[config.mk]
export PLATFORM = sky130hd
export DESIGN_NAME = masked_irq_latch
export DESIGN_NICKNAME = d
export VERILOG_FILES = /design/src/rtl/mil_pkg.sv /design/src/rtl/mil_ctrl.sv /design/src/rtl/mil_datapath.sv /design/src/rtl/masked_irq_latch.sv
export SDC_FILE = /design/constraint.sdc
export NUM_CORES = 1
export LEC_CHECK = 0
export BUFFER_PORTS_ARGS = -buffer_cell sky130_fd_sc_hd__buf_2
export CAP_MARGIN = 20
export CORE_MARGIN = 3
export CORE_UTILIZATION = 25
export DETAILED_ROUTE_END_ITERATION = 6
export PLACE_DENSITY = 0.61
export RECOVER_POWER = 50
export REMOVE_ABC_BUFFERS = 1
export SYNTH_ARGS = -nofsm -noshare
export SYNTH_HDL_FRONTEND = slang
export SYNTH_SLANG_ARGS = --single-unit
[constraint.sdc]
create_clock -name clk -period 2 [get_ports clk]
set_clock_uncertainty 0.05 [all_clocks]
set_input_delay 0.1 -clock clk [delete_from_list [all_inputs] [get_ports clk]]
set_output_delay 0.1 -clock clk [all_outputs]
set_load 0.01 [all_outputs]
[src/rtl/mil_pkg.sv]
package mil_pkg;
  localparam int PEND_W = 8;
  localparam int RD_W   = 64;
  localparam int ADDR_W = 3;
  localparam int SIZE_W = 2;

  typedef enum logic [2:0] {
    RD_NONE, RD_PEND, RD_MASK, RD_SECMASK, RD_ZERO
  } rdSel_e;

  typedef struct packed {
    logic   wrEnable;
    logic   wrAck;
    logic   wrSecMask;
    rdSel_e rdSel;
    logic   bad;
  } ctl_t;
endpackage

[src/rtl/mil_ctrl.sv]
module mil_ctrl
  import mil_pkg::*;
(
  input  logic              regValid,
  input  logic              regWrite,
  input  logic [ADDR_W-1:0] regAddr,
  input  logic [SIZE_W-1:0] regSize,
  output ctl_t              ctl
);
  localparam logic [SIZE_W-1:0] SZ_BYTE = '0;
  localparam logic [SIZE_W-1:0] SZ_WIDE = '1;

  logic isByte, isWide;
  assign isByte = (regSize == SZ_BYTE);
  assign isWide = (regSize == SZ_WIDE);

  always_comb begin
    ctl = '{wrEnable: 1'b0, wrAck: 1'b0, wrSecMask: 1'b0, rdSel: RD_NONE, bad: 1'b0};
    if (regValid) begin
      case (regAddr)
        3'd0: if (!regWrite && (isByte || isWide)) ctl.rdSel = RD_PEND;
              else ctl.bad = 1'b1;
        3'd1: if (!isByte) ctl.bad = 1'b1;
              else if (regWrite) ctl.wrEnable = 1'b1;
              else ctl.rdSel = RD_MASK;
        3'd2: if (isByte && regWrite) ctl.wrAck = 1'b1;
              else ctl.bad = 1'b1;
        3'd4: if (isByte && !regWrite) ctl.rdSel = RD_ZERO;
              else ctl.bad = 1'b1;
        3'd5: if (!isByte) ctl.bad = 1'b1;
              else if (regWrite) ctl.wrSecMask = 1'b1;
              else ctl.rdSel = RD_SECMASK;
        3'd6: if (!(isByte && regWrite)) ctl.bad = 1'b1;
        default: ctl.bad = 1'b1;
      endcase
    end
  end
endmodule

[src/rtl/mil_datapath.sv]
module mil_datapath
  import mil_pkg::*;
(
  input  logic              clk,
  input  logic              rstN,
  input  ctl_t              ctl,
  input  logic [PEND_W-1:0] setVec,
  input  logic [PEND_W-1:0] clrVec,
  input  logic [7:0]        wdata,
  output logic [PEND_W-1:0] pendQ,
  output logic [PEND_W-1:0] enQ,
  output logic [RD_W-1:0]   rdata,
  output logic              err,
  output logic              irqOut
);
  logic [PEND_W-1:0] secMaskQ;
  logic [PEND_W-1:0] ackMask, pendNext, enNext;
  logic [RD_W-1:0]   rdNext;

  always_comb begin
    ackMask = '0;
    if (ctl.wrAck && (int'(wdata[3:0]) < PEND_W)) ackMask[wdata[3:0]] = 1'b1;
  end

  assign pendNext = (pendQ & ~clrVec & ~ackMask) | setVec;
  assign enNext   = ctl.wrEnable ? ~wdata[PEND_W-1:0] : enQ;

  always_comb begin
    rdNext = '0;
    case (ctl.rdSel)
      RD_PEND:    rdNext[PEND_W-1:0] = pendQ;
      RD_MASK:    rdNext[PEND_W-1:0] = ~enQ;
      RD_SECMASK: rdNext[PEND_W-1:0] = secMaskQ;
      default:    rdNext = '0;
    endcase
  end

  always_ff @(posedge clk) begin
    if (!rstN) begin
      pendQ    <= '0;
      enQ      <= '0;
      secMaskQ <= '0;
      rdata    <= '0;
      err      <= 1'b0;
      irqOut   <= 1'b0;
    end else begin
      pendQ    <= pendNext;
      enQ      <= enNext;
      if (ctl.wrSecMask) secMaskQ <= wdata[PEND_W-1:0];
      rdata    <= rdNext;
      err      <= ctl.bad;
      irqOut   <= |(pendNext & enNext);
    end
  end
endmodule

[src/rtl/masked_irq_latch.sv]
module masked_irq_latch
  import mil_pkg::*;
(
  input  logic        clk,
  input  logic        rstN,
  input  logic [7:0]  setVec,
  input  logic [7:0]  clrVec,
  input  logic        regValid,
  input  logic        regWrite,
  input  logic [2:0]  regAddr,
  input  logic [1:0]  regSize,
  input  logic [7:0]  regWdata,
  output logic [63:0] regRdata,
  output logic        regErr,
  output logic        irqOut
);
  ctl_t              ctl;
  logic [PEND_W-1:0] pendQ, enQ;

  mil_ctrl u_ctrl (
    .regValid(regValid), .regWrite(regWrite), .regAddr(regAddr),
    .regSize(regSize), .ctl(ctl)
  );

  mil_datapath u_dp (
    .clk(clk), .rstN(rstN), .ctl(ctl), .setVec(setVec), .clrVec(clrVec),
    .wdata(regWdata), .pendQ(pendQ), .enQ(enQ), .rdata(regRdata),
    .err(regErr), .irqOut(irqOut)
  );
endmodule

* After elaboration in Yosys (flattened, before gate mapping) *
Index checks and enable logic that the tools add are counted.
Widths: inputs -> output; s select.

storage, ports and cells
  logic and storage cells = 64
  flip-flop bits (word level) = 90
  output and inout bits = 66
  bits of input ports = 33

operators by class
  reduce and logical (&&, ||, !) cells = 13
  bitwise operators = 8
  multiplexer cells = 24
  eq/ne operators = 9
  order comparisons = 3

operator list
  cell                number
  $not 8->8           4
  $and 8x8->8         3
  $pmux 8 s3          1
  $mux 8              2
  $mux 1              12
  $pmux 3 s4          1
  $eq 3x2->1 const B  3
  $eq 3x3->1 const B  3
  $lt 4x4->1 const B  2
  $or 8x8->8          1
  $reduce_or 8->1     1
  $mux 7              1
  $eq 3x1->1 const B  2
  $mux 3              2
  $logic_and 1x1->1   5
  $ge 4x1->1 const B  1
  $mux 2              2
  $mux 4              1
  $pmux 1 s4          1
  $reduce_or 2->1     2
  $demux 1 s3         1
  $logic_not 3->1     1
  $eq 2x2->1 const B  1
  $logic_not 2->1     1
  other kinds (3)     3

* Logic depth before layout (Yosys ltp) *
  depth after elaboration = 13
  mapped depth = 8
  depth with buffers taken out = 7

* By module *
From an unflattened synthesis, not the netlist that was laid out.

unflattened totals
  cell total of the unflattened synthesis = 252
  area total of the unflattened synthesis = 2,123.3 sq um

by module, submodules not included
  module        sequential area each (sq um)  area an instance (sq um)  cells an instance  times used
  mil_datapath  680.7                         2,003.2                   231                1
  mil_ctrl      0.0                           120.1                     21                 1

* Worst setup path before layout *
No wires, ideal clock.

  path kind = input port to flip-flop
  start = in regSize[0]
  end = reg u_dp.rdata[0]
  data required time = 1.880 ns
  setup slack = 0.089 ns
  path buffers = 0
  library setup time = 0.070 ns
  stages = 7
  arrival time = 1.791 ns
  cell sequence = inv_1 -> ha_1 -> or3_1 -> a211o_1 -> nor4b_4 -> o21ai_2 -> a21oi_1

on the way
  cells in the longest elaborated chain, start to end = 8

RTL lines
  item                                                  RTL line                        source
  start, declared                                       masked_irq_latch.sv:11          input logic [1:0] regSize,
  $eq 2x2->1 / $logic_not 2->1 (equally long branches)  mil_ctrl.sv:15, mil_ctrl.sv:14
  $logic_or 1x1->1                                      mil_ctrl.sv:21                  3'd0: if (!regWrite && (isByte || isWide)) ctl.rdSel = RD_PEND;
  $logic_and 1x1->1                                     mil_ctrl.sv:21
  $mux 1                                                mil_ctrl.sv:21
  $pmux 3 s4 *                                          mil_ctrl.sv:20                  case (regAddr)
  $mux 7 *                                              mil_ctrl.sv:19                  if (regValid) begin
  $eq 3x2->1 / $eq 3x1->1 (equally long branches)       mil_datapath.sv:30              case (ctl.rdSel)
  $pmux 8 s3 *                                          mil_datapath.sv:30
  end signal, assigned                                  mil_datapath.sv:50              rdata <= rdNext;
  end, declared                                         mil_datapath.sv:12              output logic [RD_W-1:0] rdata,

Every way passes the cells marked *; elsewhere a longest branch is shown, timed or not.
A chain may end at the register's enable or synchronous reset.

* Final worst setup path *
  start = in regSize[0]
  end = reg u_dp.rdata[2]

Same word-level chain as after synthesis.

==> summary.md <==
### Die
• 95.1 um — Die Width
• 9040 sq um — Die ar.
• 7490 sq um — area of the core region
• 95.1 um — vertical die dimension
• 99 — number of I/O pins
• 31 — standard-cell row count
• 26.5% — initial cell density of the core

### Final layout
• 21.3% — proportion of layout cells with a drive suffix above 1
• 324 — final-stage net count
• 0 — antenna cell count
• 17.5% — signed area change from the synthesized netlist to the final layout
• 390 — filler-free cell count of the finished design

### Min path
• primary input to register — worst hold path type

### Timing
• 0 — Hold Vio Cnt, Final
• 549 MHz — FMAX
• 0 — Finish-stage setup viols
• 0.178 ns — crit path setup slack, layout
• 1.82 ns — final critical delay including setup and external delays
• 0 ns — Post-Route Setup TNS
• 0.688 ns — Tightest Pin Transition
• 54.2% — relative max-transition margin
• 0 — final slew viol count
• 0.0368 ns — worst hold slack
• no — RSZ-0062 raised after global routing
• 91.1% — final worst-path cycle share

### Clocking
• 5 — cts bufs inserted
• 34 — clk sinks
• 0 — number of buffers added to fix hold violations after cts
• 0 — post-CTS setup buffer count
• sky130_fd_sc_hd__clkbuf_8 — root buffer cell
• done — TritonCTS clock tree
• 2 — Max clock buf depth
• 2 — level count of the clock H-tree
• 0.29 ns — later-pin clock latency in the skew report
• 0.08 ns — clock transition at the registers of the reported paths
• 0 — number of cells upsized or downsized after cts

### Pwr
• 1130 uW — internal power contribution
• 0.00108 uW — Leak
• 25.1% — Net Sw Frac
• 41.5% — portion of total power attributed to the clock network
• 0.253 mV — worst supply voltage drop on vdd
• 46.3% — share of power burned in registers
• 378 uW — sw power
• 1500 uW — overall power of the completed layout
• 646 nW/um^2 — P per Cell Area
• 12.3% — logic gate share of total power

### Synth
• 0 — YS warnings
• 34.3% — Seq/Total Area, Yosys
• 31 — Yosys cell types
• 8.85 sq um — Avg Inst Size Synth
• sky130_fd_sc_hd__dfxtp_1, sky130_fd_sc_hd__buf_4, sky130_fd_sc_hd__nor2b_1 — Synth area leaders
• 224 — post-synthesis cell count
• 1980 sq um — Synth Cell Area
• sky130_fd_sc_hd__dfxtp_1 — most area-hungry cell type in the Yosys netlist
• 34 — post-synthesis sequential element count
• 34.3% — fraction of synthesized cell area taken by the top area cell type

### Worst setup path
• 1.98 ns — Data arrival, critical path
• primary input to register — Setup CP Type
• 8 — critical-path maximum fanout
• register — category of the worst setup path capture point
• 2.15 ns — Worst EP required
• primary input — Startpoint Class

### Place
• -0.119 ns — Setup Slack @ Placement
• 42 — input/output buffers
• 0.784 — final weighted congestion in routability-driven placement
• 3.72 mm — detailed-placement wirelength estimate
• 382 — # placed instances

### Route
• 0 — count of unresolved DRC violations after routing
• 3 — DRT Pass-1 Iters
• 12.0 um — routed wire length per instance
• 1532 — total vias in the final route
• 3.93 — DR vias/cell
• 56 — violation count after the first detailed-routing iteration
• 0 — residual antenna-violating net count after detailed routing
• 4.68 mm — post-detailed-routing wire length

### Global route
• 28 — pin count of the biggest net entering global routing
• 0 — GR Overflow Total
• 1558 — number of global-route vias before repair
• 7.27 mm — global-route wire length before repair
• 10.5% — GRT Total Usage
• 0 — initial antenna violation count

### Run
• 0 — max_cap viols

### Outcome
• finished, final reports clean — status

[critical path: stages]
cell and delay, ns:
sky130_fd_sc_hd__buf_2 0.07, sky130_fd_sc_hd__inv_1 0.03, sky130_fd_sc_hd__ha_1 0.26, sky130_fd_sc_hd__or3_1 0.40, sky130_fd_sc_hd__a211o_1 0.37, sky130_fd_sc_hd__nor4b_4 0.31
sky130_fd_sc_hd__o21ai_2 0.21, sky130_fd_sc_hd__a21oi_1 0.21
[sequential cells by signal, summed over array words and instances, names as in the netlist]
register	flops
u_dp.irqOut	1
u_dp.rdata	8
u_dp.pendQ	8
u_dp.err	1
u_dp.secMaskQ	8
u_dp.enQ	8
[synth_stat cells, drive strengths merged]
library cell and number:
a211o 1, a211oi 1, a21o 1, a21oi 11, a2bb2oi 8, and3 1
buf 57, clkbuf 2, conb 1, dfxtp 34, ha 1, inv 13
mux2i 16, nand2 13, nand3 3, nand4b 1, nor2 4, nor2b 29
nor3 2, nor3b 2, nor4b 2, o21ai 1, o22ai 9, o31ai 1
o32ai 1, o41a 1, or3 7, or3b 1
[power by group through the flow]
stage | logic [uW] | registers (uW) | clock network (uW)
floorplan | 102 | 711 | 0
global placement | 181 | 711 | 0
detailed placement | 184 | 711 | 0
CTS | 184 | 696 | 639
global route | 208 | 697 | 661
finish | 184 | 696 | 623
[area by class of cell]
cell class                 instances  area, sq um
fill                             829         5160
multi-input combinational        173         1020
sequential                        34          681
timing repair buffer              63          347
tap                               99          124
clock buffer                       5         68.8
inverter                          13         48.8
clock inverter                     3         40.0
[through the flow]
stage               cell area (sq um)  util, %
floorplan                        1750        -
global placement                 2240     30.0
detailed placement               2240     30.0
CTS                              2350     31.4
global route                     2330     31.1
finish                           2330     31.1
[cell families (layout without fill, tap and decap cells)]
group	after synthesis	after routing	share of synthesized area (%)
buf+inv	72	84	24.6
simple gates	65	65	20.0
compound gates	35	35	12.2
flops	34	34	34.3
mux	16	16	8.08
fa+ha+maj	1	1	0.631
other cells	1	56	0.189
[cells in the final DEF (no fill, tap or decap), drive strengths merged]
| cell type | count |
|---|---|
| nor3 | 2 |
| nand4b | 1 |
| clkinv | 2 |
| inv | 13 |
| conb | 56 |
| a21oi | 11 |
| nor3b | 2 |
| o41a | 1 |
| and3 | 1 |
| o21ai | 1 |
| nor4b | 2 |
| buf | 48 |
| nand3 | 3 |
| a211oi | 1 |
| nor2b | 29 |
| o31ai | 1 |
| o32ai | 1 |
| clkbuf | 20 |
| o22ai | 9 |
| bufinv | 1 |
| dfxtp | 34 |
| nand2 | 13 |
| a21o | 1 |
| ha | 1 |
| mux2i | 16 |
| a211o | 1 |
| a2bb2oi | 8 |
| or3b | 1 |
| or3 | 7 |
| nor2 | 4 |
[routing by layer]
metal / track usage, % / share of wire [%] / vias up
met2: 17.4 / 49 / 58
met5: 0 / 0 / -
met1: 12.8 / 43 / 691
met4: 4.21 / 1.3 / 0
li1: - / - / 777
met3: 3.16 / 6.5 / 6
[final timing paths]
kind	startpoint	endpoint	slack (ns)	depth (start not counted)
worst max-delay path	regSize[0]	u_dp.rdata[2]	0.18	8
worst min-delay path	regWdata[7]	u_dp.secMaskQ[7]	0.04	3
worst max register to register	u_dp.pendQ[5]	u_dp.irqOut	0.59	4
worst min register to register	u_dp.pendQ[0]	u_dp.rdata[0]	0.39	2
(Power assumes the default switching activity.)
